$ cat src/rtl/fst_pkg.sv
package fst_pkg;

  localparam int FB_W   = 10;
  localparam int REF_W  = 5;
  localparam int GAIN_W = 3;
  localparam int POST_W = 2;

  typedef struct packed {
    logic [FB_W-1:0]   fb;
    logic [REF_W-1:0]  rdiv;
    logic [GAIN_W-1:0] gain;
    logic [POST_W-1:0] post;
  } synth_cfg_t;

  // Preset contents, computed rather than listed.
  function automatic synth_cfg_t entry_of(input int idx);
    synth_cfg_t c;
    c.fb   = FB_W'(100 + 9 * idx);
    c.rdiv = REF_W'(2 + (idx % 13));
    c.gain = GAIN_W'((3 * idx) % 8);
    c.post = POST_W'(idx / 8);
    return c;
  endfunction

endpackage

$ cat src/rtl/fst_sync.sv
module fst_sync #(
  parameter int W      = 6,
  parameter int STAGES = 2
) (
  input  logic         clk,
  input  logic         rst,
  input  logic [W-1:0] d,
  output logic [W-1:0] q
);
  logic [W-1:0] stage [STAGES];

  always_ff @(posedge clk) begin
    if (rst) begin
      for (int s = 0; s < STAGES; s++) stage[s] <= '0;
    end else begin
      stage[0] <= d;
      for (int s = 1; s < STAGES; s++) stage[s] <= stage[s-1];
    end
  end

  assign q = stage[STAGES-1];
endmodule

$ cat src/rtl/fst_addr_hold.sv
module fst_addr_hold #(
  parameter int AW = 5
) (
  input  logic          clk,
  input  logic          rst,
  input  logic [AW-1:0] sel_s,
  input  logic          stb_s,
  output logic [AW-1:0] addr_q,
  output logic          pulse_q
);
  logic stb_d;

  always_ff @(posedge clk) begin
    if (rst) begin
      addr_q  <= '0;
      stb_d   <= 1'b0;
      pulse_q <= 1'b0;
    end else begin
      if (stb_s) addr_q <= sel_s;
      stb_d   <= stb_s;
      pulse_q <= stb_s & ~stb_d;
    end
  end

  p_hold_r3: assert property (@(posedge clk) disable iff (rst)
    !stb_s |=> addr_q == $past(addr_q));
  p_pass_r2: assert property (@(posedge clk) disable iff (rst)
    stb_s |=> addr_q == $past(sel_s));
  p_pulse_width_r6: assert property (@(posedge clk) disable iff (rst)
    pulse_q |=> !pulse_q);
  p_pulse_after_low_r6: assert property (@(posedge clk) disable iff (rst)
    $rose(pulse_q) |-> !$past(stb_d));
  p_reset_clear_r8: assert property (@(posedge clk)
    rst |=> (addr_q == '0) && !pulse_q);
endmodule

$ cat src/rtl/fst_cfg_rom.sv
module fst_cfg_rom
  import fst_pkg::*;
#(
  parameter int DEPTH = 32,
  localparam int AW   = $clog2(DEPTH)
) (
  input  logic          clk,
  input  logic [AW-1:0] addr,
  output synth_cfg_t    cfg_q
);
  synth_cfg_t rom [DEPTH];

  for (genvar g = 0; g < DEPTH; g++) begin : g_fill
    assign rom[g] = entry_of(g);
  end

  // Registered read, no reset: maps onto a block RAM output register.
  always_ff @(posedge clk) cfg_q <= rom[addr];
endmodule

$ cat src/rtl/freq_sel_table.sv
module freq_sel_table
  import fst_pkg::*;
#(
  parameter int SEL_W       = 5,
  parameter int SYNC_STAGES = 2,
  localparam int DEPTH      = 1 << SEL_W
) (
  input  logic              clk,
  input  logic              rst,
  input  logic [SEL_W-1:0]  sel_in,
  input  logic              strobe_in,
  output logic [SEL_W-1:0]  active_addr,
  output logic [FB_W-1:0]   cfg_fb,
  output logic [REF_W-1:0]  cfg_ref,
  output logic [GAIN_W-1:0] cfg_gain,
  output logic [POST_W-1:0] cfg_post,
  output logic              pipe_rst_pulse
);
  logic [SEL_W:0]   raw_in, sync_out;
  logic [SEL_W-1:0] addr;
  synth_cfg_t       word;

  assign raw_in = {strobe_in, sel_in};

  fst_sync #(.W(SEL_W + 1), .STAGES(SYNC_STAGES)) u_sync (
    .clk(clk), .rst(rst), .d(raw_in), .q(sync_out)
  );

  fst_addr_hold #(.AW(SEL_W)) u_hold (
    .clk(clk), .rst(rst),
    .sel_s(sync_out[SEL_W-1:0]), .stb_s(sync_out[SEL_W]),
    .addr_q(addr), .pulse_q(pipe_rst_pulse)
  );

  fst_cfg_rom #(.DEPTH(DEPTH)) u_rom (
    .clk(clk), .addr(addr), .cfg_q(word)
  );

  assign active_addr = addr;
  assign cfg_fb      = word.fb;
  assign cfg_ref     = word.rdiv;
  assign cfg_gain    = word.gain;
  assign cfg_post    = word.post;

  p_word_stable_r7: assert property (@(posedge clk) disable iff (rst)
    $stable(active_addr) |=> $stable({cfg_fb, cfg_ref, cfg_gain, cfg_post}));
endmodule

$ cat config.mk
export PLATFORM = sky130hd
export DESIGN_NAME = freq_sel_table
export DESIGN_NICKNAME = d
export VERILOG_FILES = /design/src/rtl/fst_pkg.sv /design/src/rtl/fst_sync.sv /design/src/rtl/fst_addr_hold.sv /design/src/rtl/fst_cfg_rom.sv /design/src/rtl/freq_sel_table.sv
export SDC_FILE = /design/constraint.sdc
export NUM_CORES = 1
export LEC_CHECK = 0
export ABC_AREA = 1
export BUFFER_PORTS_ARGS = -buffer_cell sky130_fd_sc_hd__buf_2
export CORE_ASPECT_RATIO = 1.75
export CORE_UTILIZATION = 35
export CTS_CLUSTER_SIZE = 30
export DETAILED_ROUTE_END_ITERATION = 6
export PLACE_DENSITY_LB_ADDON = 0.2
export SLEW_MARGIN = 20
export SYNTH_ARGS = -nofsm -noshare
export SYNTH_HDL_FRONTEND = slang
export SYNTH_SLANG_ARGS = --single-unit
$ cat constraint.sdc
create_clock -name clk -period 2 [get_ports clk]
set_input_delay 0.1 -clock clk [delete_from_list [all_inputs] [get_ports clk]]
set_output_delay 0.1 -clock clk [all_outputs]
set_load 0.02 [all_outputs]
# Yosys cells after proc, flatten, opt, wreduce, memory -nomap -nowiden
# Memories as Yosys holds them, arrays and structs flattened. A register that Yosys moved wholly into a read port is not among the register bits.
# Index checks and enable logic that the tools add are counted.
# Widths: inputs -> output; s select.
[op_classes]
mux = 5
bitwise = 5
[ops]
columns = ["op", "n"]
rows = [
  ["$mux 6", 2],
  ["$not 5->6", 1],
  ["$mux 1", 3],
  ["$or 1x1->1", 2],
  ["$and 1x1->1", 1],
  ["$not 1->1", 1],
]
[word_totals]
register_bits = 7
mem_bits_rw = 12
romBits = 640
in_bits = 8
output_inout_bits = 26
memories = 2
[mem_list]
columns = ["name", "depth", "word_bits", "read_ports", "rd_clocked_by_memory_dff", "wr", "line", "source"]
rows = [
  ["(name not given)", 32, 20, 1, 1, 0, "fst_cfg_rom.sv:18", "always_ff @(posedge clk) cfg_q <= rom[addr];"],
  ["u_sync.stage", 2, 6, 2, 0, 2, "fst_sync.sv:10", "logic [W-1:0] stage [STAGES];"],
]

# Longest topological paths before layout
[logic_depth]
ltp_word = 3
depth_mapped = 8

# Cells and area by module
# A second synthesis with hierarchy kept.
[hier_totals]
hier_cells = 204
hier_area_um2 = 1592.8
[by_module_without_submodules]
columns = ["mod", "instances", "cells_per_inst", "area_per_inst_um2", "seq_area_each_um2"]
rows = [
  ["fst_cfg_rom", 1, 124, 927.1, 340.3],
  ["fst_sync", 1, 43, 386.6, 240.2],
  ["fst_addr_hold", 1, 37, 279.0, 140.1],
]

# Worst setup path after synthesis
# No wires, ideal clock.
[synth_timing]
kind = "register to register"
startpoint = "reg u_hold.addr_q[1]"
endpoint = "reg u_rom.cfg_q[14] (netlist name)"
arrival_ns = 1.568
required_ns = 1.886
path_slack_ns = 0.318
stages_incl_launch_ff = 8
path_buffers = 0
path_cell_list = "dfxtp_1 -> inv_1 -> ha_1 -> nand2_1 -> nand3_1 -> nand2_1 -> nand2_1 -> nand2_1"
[synth_between]
elab_chain_cells = 1
[synth_rtl]
columns = ["item", "line", "source"]
rows = [
  ["from (decl)", "fst_addr_hold.sv:8", "output logic [AW-1:0] addr_q,"],
  ["from (signal assigned)", "fst_addr_hold.sv:19", "if (stb_s) addr_q <= sel_s;"],
  ["$not 5->6 (implied by the code)", "fst_cfg_rom.sv:18", ""],
]
# No other way between the ends.
# A chain may end at the register's enable or synchronous reset.

# Final worst setup path
[layout_timing]
startpoint = "reg u_hold.addr_q[1]"
endpoint = "reg u_rom.cfg_q[14] (netlist name)"
[layout_between]
elab_chain_cells = 1
[layout_rtl]
columns = ["item", "line"]
rows = [
  ["$not 5->6 (implied by the code)", "fst_cfg_rom.sv:18"],
]
# No other way between the ends.

==> flow_metrics.env <==
export IMPL_critPathKind="register to register"
export IMPL_syn_inst=180
export IMPL_start_util=0.3615
export IMPL_synth_cell_type_count=23
export IMPL_cts_tree="built"
export IMPL_numPortBuffers=31
export IMPL_fillers=469
export IMPL_final_util=0.4227
export IMPL_finalMaxSlewViolations=0
export IMPL_wl_per_cell_um=10.78
export IMPL_synthFlopType="dfxtp_1"
export IMPL_met1_length_mm=1.088
export IMPL_synth_edf_count=0
export IMPL_cp_end_kind="register"
export IMPL_post_synth_top_area_cell="dfxtp_1"
export IMPL_synth_top_area_frac=0.4848
export IMPL_fin_crit_ns=1.684
export IMPL_cts_buffers=5
export IMPL_die_h_um=88.21
export IMPL_synth_area_leaders="dfxtp_1, ha_1, nand2_1"
export IMPL_yosysWarnings=0
export IMPL_grt_pass1_wl_mm=4.623
export IMPL_core_area_um2=4111
export IMPL_syn2layout_area_growth_pct=16.92
export IMPL_cts_sinks=36
export IMPL_synth_most_common_cell="dfxtp_1"
export IMPL_syn_area_um2=1486
export IMPL_async_reset_ff_frac=0
export IMPL_crit_required_ns=2.18
export IMPL_highest_layer="met4"
export IMPL_gp_congestion=0.8979
export IMPL_wl_met3_um=154
export IMPL_drive_above_1_share=0.2190
export IMPL_critPathLaunchType="register"
export IMPL_rows=31
export IMPL_final_nets=229
export IMPL_drc=0
export IMPL_cellPowerDensity_nw_per_um2=891.4
export IMPL_crit_fanout=10
export IMPL_setup_viol=0
export IMPL_ys_seq_elements=36
export IMPL_postRouteAntennaNets=0
export IMPL_postRouteWirelength_mm=2.792
export IMPL_die_w_um=51.26
export IMPL_grt_overflow=0
export IMPL_fin_tns_setup_ns=0
export IMPL_clock_latency_ns=0.28
export IMPL_arrival_ns=1.87
export IMPL_dr_pass1_iters=4
export IMPL_synth_area_per_cell_um2=8.258
export IMPL_boundaryPins=34
export IMPL_hold_class="input port to register"
export IMPL_grtUsageTotal=0.1431
export IMPL_irDropWorstVdd_mv=0.4303
export IMPL_grt_max_degree=20
export IMPL_run_status="complete, no violations"
export IMPL_met2_length_mm=1.411
export IMPL_dr_first_iter_drc_count=30
export IMPL_seq_area_frac_synth=0.4848
export IMPL_ys_top_cells_by_count="dfxtp_1, nand2_1, nor2_1, inv_1, ha_1"
export IMPL_cts_htree_levels=2
export IMPL_diodes=0
export IMPL_clock_skew_final_ns=0.005694
export IMPL_dpl_hpwl_mm=1.989
export IMPL_grt_setup_unrepaired="false"
export IMPL_max_freq_ghz=0.5939
export IMPL_cts_root_buf="clkbuf_8"
export IMPL_clockBufferDepth=2
export IMPL_antenna_found_initial=0
export IMPL_drv_cap=0
export IMPL_via_per_inst=4.467
export IMPL_path_clk_slew_ns=0.07
export IMPL_vias=1157
export IMPL_grt_pass1_vias=1035
export IMPL_p_leak_nw=0.9212
export IMPL_post_route_period_util=0.8420
export IMPL_dieArea_um2=4522
export IMPL_hold_viol=0
[where the power goes]
part           internal (W)  switching [W]
registers          0.000765      0.0000229
clock network      0.000307       0.000244
logic             0.0000718       0.000138
[through the flow]
stage | total power, W | worst slack [ns] | std cells | area (um2) | hold WS [ns]
after global routing | 0.001638 | 0.08802 | 259 | 1738 | 0.008353
after global placement | 0.001014 | 0.3704 | 251 | 1632 | 0.3000
after CTS | 0.001575 | 0.3002 | 258 | 1728 | 0.005020
after floorplan | 0.0009612 | 0.3184 | 181 | 1490 | 0.2070
final | 0.001549 | 0.3161 | 259 | 1738 | 0.01433
after detailed placement | 0.001015 | 0.3141 | 251 | 1632 | 0.3061
[sequential cells by signal (all words and copies together) (netlist names)]
signal          count
u_rom.cfg_q        17
u_hold.pulse_q      1
u_sync.stage       12
u_hold.addr_q       5
u_hold.stb_d        1
[layout by cell type (no fill, tap or decap)]
cell type | Yosys | layout
inv_2 | 3 | 3
o21ai_0 | 5 | 5
nand2_4 | 3 | 3
ha_1 | 11 | 11
o21ai_1 | 1 | 1
buf_4 | 4 | 1
conb_1 | 1 | 2
a21oi_1 | 5 | 5
nand3_2 | 1 | 1
dlygate4sd3_1 | 0 | 1
a211oi_1 | 5 | 5
nor2_1 | 29 | 29
a31oi_1 | 1 | 1
o21a_1 | 1 | 1
xor2_1 | 1 | 1
buf_2 | 3 | 31
nand2_1 | 33 | 33
nor3_1 | 1 | 1
clkbuf_8 | 0 | 7
o211ai_1 | 1 | 1
nand3_1 | 8 | 8
dfxtp_1 | 36 | 36
inv_1 | 23 | 23
[what timing repair did]
action,CTS,global route
hold endpoints to repair,0,1
hold buffers,0,1
buffers inserted,0,0
resized for setup,0,0
[layer usage]
metal / track usage / vias to the layer above
li1: - / 600
met1: 0.1410 / 490
met2: 0.2404 / 55
met3: 0.04467 / 12
met4: 0.1179 / 0
met5: 0 / -
[path summary, 6_finish.rpt]
| path | from | cells after the start | endpoint | slack, ns |
|---|---|---|---|---|
| worst max-delay path | u_hold.addr_q[1] | 7 | u_rom.cfg_q[14] | 0.32 |
| worst min-delay path | sel_in[0] | 3 | u_sync.stage[0][0] | 0.01 |
| worst max register to register | u_hold.addr_q[1] | 7 | u_rom.cfg_q[14] | 0.32 |
| worst min register to register | u_hold.stb_d | 1 | u_hold.pulse_q | 0.39 |
[critical path, stage by stage (launching register included)]
cell,delay (ns)
dfxtp_1,0.55
inv_1,0.24
ha_1,0.43
nand2_1,0.09
nand3_1,0.12
nand2_1,0.06
nand2_1,0.05
nand2_1,0.04
[cell type report]
| type | instances | area [um2] | share of cell area |
|---|---|---|---|
| clock buffers | 7 | 96.34 | 0.05544 |
| inverters | 26 | 97.59 | 0.05616 |
| multi-input cells | 108 | 589.3 | 0.3391 |
| flip-flops and latches | 36 | 720.7 | 0.4147 |
| well taps | 49 | 61.31 | 0.03528 |
| repair buffers | 33 | 172.7 | 0.09935 |
[cell families after synthesis]
kind of cell,synth area share
compound gates,0.07660
xor+xnor,0.005893
fa+ha+maj,0.09259
buf+inv,0.1212
flops,0.4848
other cells,0.002523
simple gates,0.2163
Note: power is estimated with default switching activity, not from simulation.
